## config.mk

```make
export PLATFORM = sky130hd
export DESIGN_NAME = evt_irq_policy_ctrl
export DESIGN_NICKNAME = d
export VERILOG_FILES = /design/src/rtl/evt_irq_pkg.sv /design/src/rtl/evt_policy_regs.sv /design/src/rtl/evt_notify_scan.sv /design/src/rtl/evt_irq_policy_ctrl.sv
export SDC_FILE = /design/constraint.sdc
export NUM_CORES = 1
export LEC_CHECK = 0
export ABC_AREA = 0
export BUFFER_PORTS_ARGS = -buffer_cell sky130_fd_sc_hd__buf_4
export CORE_MARGIN = 2
export CORE_UTILIZATION = 34
export DETAILED_ROUTE_END_ITERATION = 8
export PLACE_DENSITY = 0.76
export SLEW_MARGIN = 10
export SYNTH_ARGS = -nofsm -noshare
export SYNTH_HDL_FRONTEND = slang
export SYNTH_SLANG_ARGS = --single-unit
```

## constraint.sdc

```tcl
create_clock -name clk_i -period 1.3 [get_ports clk_i]
set_clock_uncertainty 0.2 [all_clocks]
set_input_delay 0.26 -clock clk_i [delete_from_list [all_inputs] [get_ports clk_i]]
set_output_delay 0.26 -clock clk_i [all_outputs]
set_load 0.05 [all_outputs]
```

## src/rtl/evt_irq_pkg.sv

```systemverilog
package evt_irq_pkg;
  localparam int NLOG        = 5;
  localparam int LOG_INFO    = 0;
  localparam int LOG_DC      = 4;
  localparam int MIN_SET_LEN = 4;

  typedef enum logic [1:0] {
    MODE_NONE = 2'd0,
    MODE_INT  = 2'd1,
    MODE_FW   = 2'd2,
    MODE_RSV  = 2'd3
  } irq_mode_e;

  typedef enum logic [1:0] {
    STS_OK      = 2'd0,
    STS_BAD_LEN = 2'd1
  } cmd_status_e;

  typedef enum logic {
    OP_GET = 1'b0,
    OP_SET = 1'b1
  } cmd_op_e;
endpackage

```

## src/rtl/evt_policy_regs.sv

```systemverilog
module evt_policy_regs
  import evt_irq_pkg::*;
#(
  parameter int VEC_W     = 4,
  parameter int START_VEC = 2,
  parameter int LEN_W     = 4
) (
  input  logic                  clk_i,
  input  logic                  rst_ni,
  input  logic                  cmd_valid_i,
  input  logic                  cmd_op_i,
  input  logic [LEN_W-1:0]      cmd_len_i,
  input  logic [8*NLOG-1:0]     cmd_payload_i,
  output logic [NLOG-1:0]       en_o,
  output logic [NLOG*VEC_W-1:0] vec_o,
  output logic                  rsp_done_o,
  output logic [1:0]            rsp_status_o,
  output logic [LEN_W-1:0]      rsp_len_o,
  output logic [8*NLOG-1:0]     rsp_payload_o
);
  localparam int PL_W = 8*NLOG;

  logic [NLOG-1:0]  en_q, en_nx, req_en, unused_hi;
  logic [PL_W-1:0]  get_pl, pl_nx;
  logic [LEN_W-1:0] len_nx;
  cmd_status_e      sts_nx;

  for (genvar i = 0; i < NLOG; i++) begin : g_log
    localparam int VI = (i == LOG_DC) ? START_VEC + LOG_INFO : START_VEC + i;
    assign vec_o[i*VEC_W +: VEC_W] = VEC_W'(VI);
    assign req_en[i]    = (cmd_payload_i[8*i +: 2] == MODE_INT);
    assign unused_hi[i] = ^cmd_payload_i[8*i+2 +: 6];
    if (i == LOG_DC) begin : g_dc
      // shared vector is not reported for this log
      assign get_pl[8*i +: 8] = en_q[i] ? {6'b0, MODE_INT} : 8'h00;
    end else begin : g_std
      assign get_pl[8*i +: 8] = en_q[i] ? {4'(VI), 2'b00, MODE_INT} : 8'h00;
    end
  end

  always_comb begin
    en_nx  = en_q;
    sts_nx = STS_OK;
    len_nx = '0;
    pl_nx  = '0;
    if (cmd_op_i == OP_SET) begin
      if (cmd_len_i < LEN_W'(MIN_SET_LEN)) begin
        sts_nx = STS_BAD_LEN;
      end else begin
        en_nx[LOG_DC-1:0] = req_en[LOG_DC-1:0];
        if (cmd_len_i >= LEN_W'(NLOG)) begin
          en_nx[LOG_DC] = req_en[LOG_DC];
          len_nx        = LEN_W'(NLOG);
        end else begin
          len_nx = cmd_len_i;
        end
      end
    end else begin
      pl_nx  = get_pl;
      len_nx = LEN_W'(NLOG);
    end
  end

  always_ff @(posedge clk_i or negedge rst_ni) begin
    if (!rst_ni) begin
      en_q          <= '0;
      rsp_done_o    <= 1'b0;
      rsp_status_o  <= STS_OK;
      rsp_len_o     <= '0;
      rsp_payload_o <= '0;
    end else begin
      rsp_done_o <= cmd_valid_i;
      if (cmd_valid_i) begin
        en_q          <= en_nx;
        rsp_status_o  <= sts_nx;
        rsp_len_o     <= len_nx;
        rsp_payload_o <= pl_nx;
      end
    end
  end

  assign en_o = en_q;

  AST_BADLEN_KEEP: assert property (@(posedge clk_i) disable iff (!rst_ni)
    (cmd_valid_i && cmd_op_i == OP_SET && cmd_len_i < LEN_W'(MIN_SET_LEN))
      |=> ($stable(en_q) && rsp_status_o == STS_BAD_LEN));
  AST_DC_KEEP: assert property (@(posedge clk_i) disable iff (!rst_ni)
    (cmd_valid_i && cmd_op_i == OP_SET && cmd_len_i == LEN_W'(MIN_SET_LEN))
      |=> (en_q[LOG_DC] == $past(en_q[LOG_DC])));
  AST_DONE_FOLLOWS: assert property (@(posedge clk_i) disable iff (!rst_ni)
    cmd_valid_i |=> rsp_done_o);
  AST_DONE_ONLY_CMD: assert property (@(posedge clk_i) disable iff (!rst_ni)
    !cmd_valid_i |=> !rsp_done_o);
  AST_GET_LEN: assert property (@(posedge clk_i) disable iff (!rst_ni)
    (cmd_valid_i && cmd_op_i == OP_GET)
      |=> (rsp_len_o == LEN_W'(NLOG) && rsp_status_o == STS_OK));
endmodule

```

## src/rtl/evt_notify_scan.sv

```systemverilog
module evt_notify_scan
  import evt_irq_pkg::*;
#(
  parameter int VEC_W = 4
) (
  input  logic                  clk_i,
  input  logic                  rst_ni,
  input  logic                  notify_i,
  input  logic [NLOG-1:0]       nonempty_i,
  input  logic [NLOG-1:0]       en_i,
  input  logic [NLOG*VEC_W-1:0] vec_i,
  input  logic                  msix_en_i,
  input  logic                  msi_en_i,
  output logic                  irq_valid_o,
  input  logic                  irq_ready_i,
  output logic [VEC_W-1:0]      irq_vec_o,
  output logic                  irq_msix_o
);
  logic [NLOG-1:0] pend_q, sel_oh;
  logic            msix_q, busy, fire;

  assign busy   = |pend_q;
  assign sel_oh = pend_q & (~pend_q + NLOG'(1)); // lowest index wins
  assign fire   = irq_valid_o && irq_ready_i;

  always_comb begin
    irq_vec_o = '0;
    for (int i = 0; i < NLOG; i++) begin
      if (sel_oh[i]) irq_vec_o = irq_vec_o | vec_i[i*VEC_W +: VEC_W];
    end
  end

  always_ff @(posedge clk_i or negedge rst_ni) begin
    if (!rst_ni) begin
      pend_q <= '0;
      msix_q <= 1'b0;
    end else if (!busy && notify_i) begin
      pend_q <= (msix_en_i || msi_en_i) ? (en_i & nonempty_i) : '0;
      msix_q <= msix_en_i;
    end else if (fire) begin
      pend_q <= pend_q & ~sel_oh;
    end
  end

  assign irq_valid_o = busy;
  assign irq_msix_o  = msix_q;

  AST_STALL_HOLD: assert property (@(posedge clk_i) disable iff (!rst_ni)
    (irq_valid_o && !irq_ready_i)
      |=> (irq_valid_o && $stable(irq_vec_o) && $stable(irq_msix_o)));
  AST_ONE_PER_FIRE: assert property (@(posedge clk_i) disable iff (!rst_ni)
    fire |=> ($countones(pend_q) == $countones($past(pend_q)) - 1));
  AST_NO_PATH_SILENT: assert property (@(posedge clk_i) disable iff (!rst_ni)
    (notify_i && !busy && !msix_en_i && !msi_en_i) |=> !irq_valid_o);
  AST_BUSY_IGNORE: assert property (@(posedge clk_i) disable iff (!rst_ni)
    (busy && notify_i && !fire) |=> $stable(pend_q));
endmodule

```

## src/rtl/evt_irq_policy_ctrl.sv

```systemverilog
module evt_irq_policy_ctrl
  import evt_irq_pkg::*;
#(
  parameter int VEC_W     = 4,
  parameter int START_VEC = 2,
  parameter int LEN_W     = 4
) (
  input  logic              clk_i,
  input  logic              rst_ni,
  input  logic              cmd_valid_i,
  input  logic              cmd_op_i,
  input  logic [LEN_W-1:0]  cmd_len_i,
  input  logic [39:0]       cmd_payload_i,
  output logic              rsp_done_o,
  output logic [1:0]        rsp_status_o,
  output logic [LEN_W-1:0]  rsp_len_o,
  output logic [39:0]       rsp_payload_o,
  input  logic              notify_i,
  input  logic [4:0]        log_nonempty_i,
  input  logic              msix_en_i,
  input  logic              msi_en_i,
  output logic              irq_valid_o,
  input  logic              irq_ready_i,
  output logic [VEC_W-1:0]  irq_vec_o,
  output logic              irq_msix_o
);
  logic [NLOG-1:0]       en;
  logic [NLOG*VEC_W-1:0] vec;

  evt_policy_regs #(
    .VEC_W(VEC_W), .START_VEC(START_VEC), .LEN_W(LEN_W)
  ) u_regs (
    .clk_i        (clk_i),
    .rst_ni       (rst_ni),
    .cmd_valid_i  (cmd_valid_i),
    .cmd_op_i     (cmd_op_i),
    .cmd_len_i    (cmd_len_i),
    .cmd_payload_i(cmd_payload_i),
    .en_o         (en),
    .vec_o        (vec),
    .rsp_done_o   (rsp_done_o),
    .rsp_status_o (rsp_status_o),
    .rsp_len_o    (rsp_len_o),
    .rsp_payload_o(rsp_payload_o)
  );

  evt_notify_scan #(.VEC_W(VEC_W)) u_scan (
    .clk_i      (clk_i),
    .rst_ni     (rst_ni),
    .notify_i   (notify_i),
    .nonempty_i (log_nonempty_i),
    .en_i       (en),
    .vec_i      (vec),
    .msix_en_i  (msix_en_i),
    .msi_en_i   (msi_en_i),
    .irq_valid_o(irq_valid_o),
    .irq_ready_i(irq_ready_i),
    .irq_vec_o  (irq_vec_o),
    .irq_msix_o (irq_msix_o)
  );
endmodule

```

Word level (Yosys, flattened, before mapping)
Cells that the tools add are included.
- add/subtract/negate cells: 1
- magnitude comparators: 2
- equality and inequality tests: 5
- mux-type cells: 19
- bitwise gates (word level): 6
- reductions and logical operators: 8
- operators by type and width (kind ; count):
    40-bit two-way mux ; 1
    5-bit bitwise AND ; 3
    5-bit two-way mux ; 3
    7-bit two-way mux ; 2
    4-bit two-way mux ; 3
    6-bit two-way mux ; 2
    2-bit by 1-bit equality test with 1-bit output (second input constant) ; 5
    5-bit NOT ; 2
    2-bit two-way mux ; 4
    3-bit two-way mux ; 2
    5-bit by 1-bit adder with 5-bit output (second input constant) ; 1
    5-bit OR reduction ; 1
    4-bit by 3-bit >= comparator with 1-bit output (second input constant) ; 1
    4-bit by 3-bit < comparator with 1-bit output (second input constant) ; 1
    4-bit AND reduction ; 1
    3-bit AND reduction ; 1
    1-bit logical AND ; 2
    1-bit two-way mux ; 2
    2-bit nonzero test ; 1
    1-bit zero test ; 1
    1-bit logical OR ; 1
    1-bit NOT ; 1
- bits in registers: 58
- bits of input ports: 57
- output and inout port bits: 53
- word-level logic and storage cells: 49

Logic depth before layout (Yosys ltp)
Gate-level depths: netlist of the first run.
- depth in word-level cells: 8
- gate-level depth with buffers: 4
- depth with buffers taken out: 3

Hierarchy
From an unflattened synthesis of the first run, not the netlist that was laid out.
- cells, all modules: 166
- area, all modules: 1552.7 µm²
- by module, submodules not included (module ; times used ; cells each ; area each (µm²) ; sequential area each (µm²)):
    evt_policy_regs ; 1 ; 118 ; 1088.5 ; 400.4
    evt_notify_scan ; 1 ; 48 ; 464.2 ; 150.1

Least setup slack after synthesis of the first run
OpenSTA, ideal clock, no wires.
- path type: flip-flop to output port
- start point: register u_scan.pend_q[1]
- end point: output irq_vec_o[2]
- data arrival time: 1556 ps
- required time: 840 ps
- slack: -716 ps
- stages on the path, launching flop included: 2
- buffers on the path: 0
- cell sequence: dfrtp_1 -> nor3_1
- longest elaborated chain between the ends: 5
- ends and longest elaborated chain (item ; line ; source):
    start, declared ; evt_notify_scan.sv:19 ; logic [NLOG-1:0] pend_q, sel_oh;
    start signal, assigned ; evt_notify_scan.sv:38 ; pend_q <= (msix_en_i || msi_en_i) ? (en_i & nonempty_i) : '0;
    start signal, assigned ; evt_notify_scan.sv:41 ; pend_q <= pend_q & ~sel_oh;
    5-bit NOT (*) ; evt_notify_scan.sv:23 ; assign sel_oh = pend_q & (~pend_q + NLOG'(1));
    5-bit by 1-bit adder with 5-bit output (*) ; evt_notify_scan.sv:23 ;
    5-bit bitwise AND (*) ; evt_notify_scan.sv:23 ;
    3-bit two-way mux ; evt_notify_scan.sv:29 ; if (sel_oh[i]) irq_vec_o = irq_vec_o | vec_i[i*VEC_W +: VEC_W];
    3-bit two-way mux (*) ; evt_notify_scan.sv:29 ;
    end, declared ; evt_irq_policy_ctrl.sv:24 ; output logic [VEC_W-1:0] irq_vec_o,
Mark *: on every way between the ends. The rest lies on a longest branch, timed or not.

Worst setup path after layout of the first run
- start point: register u_scan.pend_q[3]
- end point: output irq_valid_o
- longest elaborated chain between the ends: 1
- ends and longest elaborated chain (item ; line ; source):
    5-bit OR reduction ; evt_notify_scan.sv:22 ; assign busy = |pend_q;
    end, declared ; evt_irq_policy_ctrl.sv:22 ; output logic irq_valid_o,
Every way passes these cells.

==> metrics.md, run 1 <==
| Metric | Value |
|---|---|
| Violated checks | negative setup slack |
| Setup TNS | -3.02 ns |
| Die Span Y | 64.8 um |
| # rows | 22 |
| Placeable Area | 0.00361 mm^2 |
| DR pass1 iterations | 4 |
| Max Cap Viol | 0 |
| Initial Utilization | 0.349 |
| Placed Cells | 228 |
| Unrepaired setup endpoints after global routing | true |
| Clock latency on the worst-skew pair | 0.26 ns |
| LEAKAGE | 0.944 nW |
| Crit-path slowest cell | dfrtp_2 |
| Die X | 64.8 um |
| Grt ovf | 0 |
| Final period utilization | 1.45 |
| I/O Buffers | 48 |
| DRC violations left | 0 |
| Post-Syn Instances | 132 |
| Fill cell count | 320 |
| Gpl congestion | 0.761 |
| Crit start category | flip-flop |
| GRT Util Overall | 0.118 |
| Layout Area Growth over Synthesis | 50.0% |
| CTS Sinks | 22 |
| Synth top area share | 0.437 |
| Top post-synthesis cells by area | dfrtp_1, buf_4, o21ai_0 |
| Tot Pwr | 2.55 mW |
| Fin crit period | 1.89 ns |
| Most frequent cells in the layout | buf_4, conb_1, buf_6 |
| Slowest stage delay, CP | 0.45 ns |
| Crit path required time | 0.84 ns |
| Syn avg cell area | 9.54 um^2 |
| Initial antenna violation count | 0 |
| WL per Instance | 10.6 um |
| Layout cell share with drive strength beyond 1 | 0.451 |
| VDD IR max | 0.509 mV |
| Post-Layout Cell Count | 243 |
| Kind of critical path | reg -> out |
| Root buf cell | clkbuf_8 |
| First-pass GRT wire length | 3810 um |
| FF+latch count, synth | 22 |
| Run status | finished with violations |
| Synth Area in Simple Gates | 0.160 |
| Complex-gate fraction of the synthesized area | 0.130 |
| Clock Path Buffers | 2 |
| Vias in the first global route | 856 |
| Final Hold Fails | 0 |
| Adder-cell share of the synthesized area | 0 |
| Yosys warns | 0 |
| Max Fclk | 0.530 GHz |
| H-tree depth | 1 |
| DR vias | 971 |
| HPWL Detailed | 1870 um |
| Hold crit path type | in -> reg |
| Xor and xnor area share after synthesis | 0 |
| Worst-path cell chain | nor4_4, or2b_4, buf_6 |
| Pins Over Slew Limit | 0 |
| CP Data Arrival Time | 1.43 ns |
| Largest family of logic cells by synthesized area | buffers and inverters |
| Pwr/cell area | 1350 mW/mm^2 |
| Drt initial violations | 34 |
| Drt total wl | 2580 um |
| CTS buffer count | 3 |
| Most common cell after layout, fill and taps aside | buf_4 |
| Final setup vio count | 20 |
| Yosys cell types | 29 |
| Clock Pin Slew Worst Setup and Hold Paths | 0.08 ns |
| Area leader, netlist | dfrtp_1 |
| Full die area | 0.00420 mm^2 |
| Sequential fraction of the synthesis area | 0.437 |
| # IOs | 110 |
| ANT cells | 0 |
| Vias per cell | 4.00 |
| CP Max Fanout | 3 |
| CTS tree | done |
| Synthesized area | 0.00126 mm^2 |
| Nets | 253 |
| DRT antenna net count | 0 |
| Multiplexer share of the synthesized area | 0.0119 |
| Type of destination of the critical path | output port |
| Largest net degree at the start of global routing | 23 |
| Fin worst setup slack | -0.588 ns |
cells in the mapped netlist:
master and instances:
a211o_2 1, nand2_1 11, nand2_2 1, o41ai_1 1
o2bb2ai_1 1, nor4_4 1, o21a_1 1, inv_1 10
o211ai_2 2, nand4b_1 1, nor2b_1 3, buf_2 1
o31ai_1 1, a21oi_1 1, clkbuf_1 1, dfrtp_1 22
nand3b_1 5, o21ai_0 12, nor2_1 3, o22ai_1 2
o21ai_1 2, a41oi_1 1, buf_4 37, mux2_4 1
nand2b_1 5, nor3b_1 1, conb_1 1, or2b_1 1
nor3_1 2
critical path, delay by kind of cell, from the launching register on:
| family | cells | cell delay [ns] |
|---|---|---|
| buffers and inverters | 1 | 0.15 |
| DFF | 1 | 0.45 |
| and+or+nand+nor | 2 | 0.57 |
layout make-up:
class                   count  area [um^2]  area share
well taps                  48         60.1      0.0318
clock inverters             1         30.0      0.0159
multi-input cells          91          548       0.290
flip-flops and latches     22          557       0.295
inverters                  10         37.5      0.0199
clock buffers               3         41.3      0.0219
repair buffers             68          614       0.325
layer usage:
metal  share of wire  global-route usage  wire (um)  up-vias
met4           0.010              0.0638         27        0
met3           0.076              0.0122        196        2
li1                -                   -          -      492
met1            0.41               0.152       1050      429
met2            0.50               0.193       1300       48
met5               0                   0          0        -
metrics by stage:
| stage | utilization | setup WS [ns] | hold slack (ns) | cell area [um^2] |
|---|---|---|---|---|
| after floorplan | - | -0.301 | -0.236 | 1390 |
| after global routing | 0.524 | -0.648 | 0.0125 | 1890 |
| after global placement | 0.441 | -0.321 | -0.0365 | 1590 |
| after detailed placement | 0.441 | -0.334 | -0.0384 | 1590 |
| final | 0.524 | -0.588 | 0.0121 | 1890 |
| after CTS | 0.508 | -0.576 | 0.00587 | 1830 |
report_power, final:
group          internal, mW  total, mW  leakage (nW)  switching, mW
registers             0.752      0.816         0.278         0.0642
clock network         0.411      0.640        0.0357          0.228
logic                 0.416       1.10         0.630          0.683
repair_timing:
action	4_1_cts	5_1_grt
hold buffers	3	0
resized for setup	28	7
setup buffers	5	4
setup endpoints to repair	24	26
hold endpoints to repair	24	0
pin swaps	5	3
registers in the layout, summed over array words and instances, names as in the netlist:
name                  flops
u_regs.en_o               5
u_regs.rsp_payload_o      5
u_scan.pend_q             5
u_regs.rsp_len_o          4
u_regs.rsp_done_o         1
u_regs.rsp_status_o       1
u_scan.irq_msix_o         1
final timing paths:
kind | slack (ns) | startpoint | to | cells past startpoint
worst min-delay path | 0.01 | irq_ready_i | u_scan.pend_q[0] | 2
worst max-delay path | -0.59 | u_scan.pend_q[3] | irq_valid_o | 3
worst max register to register | -0.26 | u_scan.pend_q[3] | u_scan.irq_msix_o | 4
max in group asynchronous | 0.44 | rst_ni | u_scan.pend_q[3] | 2
worst min register to register | 0.32 | u_regs.en_o[0] | u_regs.en_o[0] | 2
min in group asynchronous | 0.23 | rst_ni | u_regs.en_o[4] | 2
cells by family (layout without fill, tap and decap cells):
group	Yosys count	after routing
flip-flops	22	22
AND/OR/NAND/NOR	34	34
AO/OA/AOI/OAI	25	25
multiplexers	1	1
buffers and inverters	49	82
other	1	31
Note: power is estimated with default switching activity, not from simulation.
==> inputs of run 2 (changes only) <==
--- a/config.mk
+++ b/config.mk
@@ -5,10 +5,10 @@
 export SDC_FILE = /design/constraint.sdc
 export NUM_CORES = 1
 export LEC_CHECK = 0
-export ABC_AREA = 0
+export ABC_AREA = 1
 export BUFFER_PORTS_ARGS = -buffer_cell sky130_fd_sc_hd__buf_4
 export CORE_MARGIN = 2
-export CORE_UTILIZATION = 34
+export CORE_UTILIZATION = 35
 export DETAILED_ROUTE_END_ITERATION = 8
 export PLACE_DENSITY = 0.76
 export SLEW_MARGIN = 10
==> run 2 against run 1 <==
  * The run still ends with negative setup slack left
  * Die area increased by 4.5%
  * Utilization increased by 0.96 points
  * Synthesized cell count increased by 16%
  * Routed wire length increased by 5.6%
  * Largest power group unchanged
==> metrics.md, run 2 <==
| Metric | Value |
|---|---|
| Root buf cell | clkbuf_8 |
| Final Util | 0.533 |
| DR vias | 1069 |
| H-tree depth | 1 |
| LEAKAGE | 1.01 nW |
| Worst hold start | cmd_payload_i[32] |
| Yosys warns | 0 |
| Largest net degree at the start of global routing | 23 |
| CP Max Fanout | 2 |
| Max Cap Viol | 0 |
| Placeable Area | 0.00369 mm^2 |
| Initial Utilization | 0.368 |
| Tot Pwr | 3.84 mW |
| Most frequent cells in the layout | buf_4, conb_1, buf_6 |
| Pwr/cell area | 1950 mW/mm^2 |
| CTS buffer count | 3 |
| Drt total wl | 2720 um |
| WL per Instance | 10.3 um |
| Full die area | 0.00439 mm^2 |
| Reg2reg start | u_scan.pend_q[1] |
| R2R depth | 9 |
| Vias per cell | 4.05 |
| Kind of critical path | reg -> out |
| Pins Over Slew Limit | 0 |
| Drt initial violations | 30 |
| Unrepaired setup endpoints after global routing | true |
| Gpl congestion | 0.742 |
| DR pass1 iterations | 4 |
| CP startpoint | u_scan.pend_q[1] |
| Nets | 274 |
| Area after DPL | 0.00170 mm^2 |
| Violated checks | negative setup slack |
| Max Fclk | 0.546 GHz |
| DRT antenna net count | 0 |
| Syn avg cell area | 8.87 um^2 |
| Setup TNS | -2.73 ns |
| Fin worst setup slack | -0.533 ns |
| Fin area | 0.00197 mm^2 |
| Synthesized area | 0.00136 mm^2 |
| Top post-synthesis cells by area | dfrtp_1, buf_4, nand2_1 |
| # IOs | 110 |
| Fin crit period | 1.83 ns |
| CTS Sinks | 22 |
| Post-synth top cells | buf_4, dfrtp_1, nand2_1, inv_1 |
| Final period utilization | 1.41 |
| Sequential fraction of the synthesis area | 0.406 |
| CP Data Arrival Time | 1.37 ns |
| Post-Syn Instances | 153 |
| First-pass GRT wire length | 4410 um |
| Clock Path Buffers | 2 |
| Layout cell share with drive strength beyond 1 | 0.463 |
| Run status | finished with violations |
| Layout Area Growth over Synthesis | 44.9% |
| Crit path required time | 0.84 ns |
| Final Hold Fails | 0 |
| Hold crit path type | in -> reg |
| Type of destination of the critical path | output port |
| HPWL Detailed | 2140 um |
| ANT cells | 0 |
| Initial antenna violation count | 0 |
| DRC violations left | 0 |
| Hold Worst Slack | 0.0432 ns |
| CTS tree | done |
| Clock latency on the worst-skew pair | 0.26 ns |
| Synth top area share | 0.406 |
| Final setup vio count | 20 |
| Yosys cell types | 24 |
| Clock Pin Slew Worst Setup and Hold Paths | 0.08 ns |
| VDD IR max | 0.680 mV |
| FF+latch count, synth | 22 |
| Primary FF master, synth | dfrtp_1 |
| Die Span Y | 66.3 um |
| R2R setup slack | -0.17 ns |
| Most frequent cell after synthesis | buf_4 |
| I/O Buffers | 48 |
| Most common cell after layout, fill and taps aside | buf_4 |
| Crit start category | flip-flop |
| GRT Util Overall | 0.131 |
| # rows | 22 |
| Post-synth EDFFs | 0 |
| Area leader, netlist | dfrtp_1 |
| Worst Hold Path Cells | 3 |
| Die X | 66.3 um |
| Asr flop ratio synth | 1.00 |
| Grt ovf | 0 |
| Vias in the first global route | 951 |
==> run 2: cell type report <==
cell class	count	area, um^2
multi-input cells	108	632
clock buffers	4	55.1
well taps	48	60.1
repair buffers	66	604
fillers	335	1720
flip-flops and latches	22	556
inverters	16	60.1
==> run 2: repair_timing <==
| item | CTS | global route |
|---|---|---|
| resized for setup | 23 | 10 |
| pin swaps | 4 | 2 |
| setup endpoints to repair | 26 | 28 |
| setup buffers | 3 | 6 |
| endpoints found under the hold margin | 23 | 0 |
| gates cloned | 0 | 0 |
| hold buffers | 3 | 0 |
==> run 2: cells by family after synthesis <==
group | count (synthesis) | share of synthesized area
buffers and inverters | 53 | 0.249
other | 1 | 0.00276
AND/OR/NAND/NOR | 54 | 0.234
AO/OA/AOI/OAI | 23 | 0.109
flip-flops | 22 | 0.406
==> run 2: report_power, final <==
group	leakage (nW)	switching [mW]	internal, mW
Sequential	0.277	0.0895	0.795
Combinational	0.704	1.48	0.987
Clock	0.0288	0.217	0.270
==> run 2: per-layer routing <==
metal / vias to the layer above / track usage / share of wire
met5: - / 0 / 0
met4: 0 / 0.0536 / 0.0051
met3: 2 / 0.0273 / 0.065
met2: 43 / 0.223 / 0.54
met1: 480 / 0.159 / 0.39
li1: 544 / - / -
==> run 2: worst max-delay path, cell delays in order, from the launching register on <==
cell and delay, ns:
dfrtp_1 0.41, nor2_4 0.12, inv_2 0.04, or2_4 0.24, o21ai_4 0.13, buf_6 0.17
==> run 2: metrics by stage <==
step	setup WS, ns	cells
floorplan	-0.337	183
global placement	-0.256	250
detailed placement	-0.290	250
CTS	-0.561	259
global route	-0.597	264
finish	-0.533	264
==> run 2: worst paths after layout <==
kind	to
setup / recovery	irq_vec_o[0]
setup reg to reg	u_scan.pend_q[4]
hold reg to reg	u_scan.irq_msix_o
min in group asynchronous	u_regs.rsp_done_o
max in group asynchronous	u_regs.rsp_payload_o[30]
hold / removal	u_regs.en_o[4]
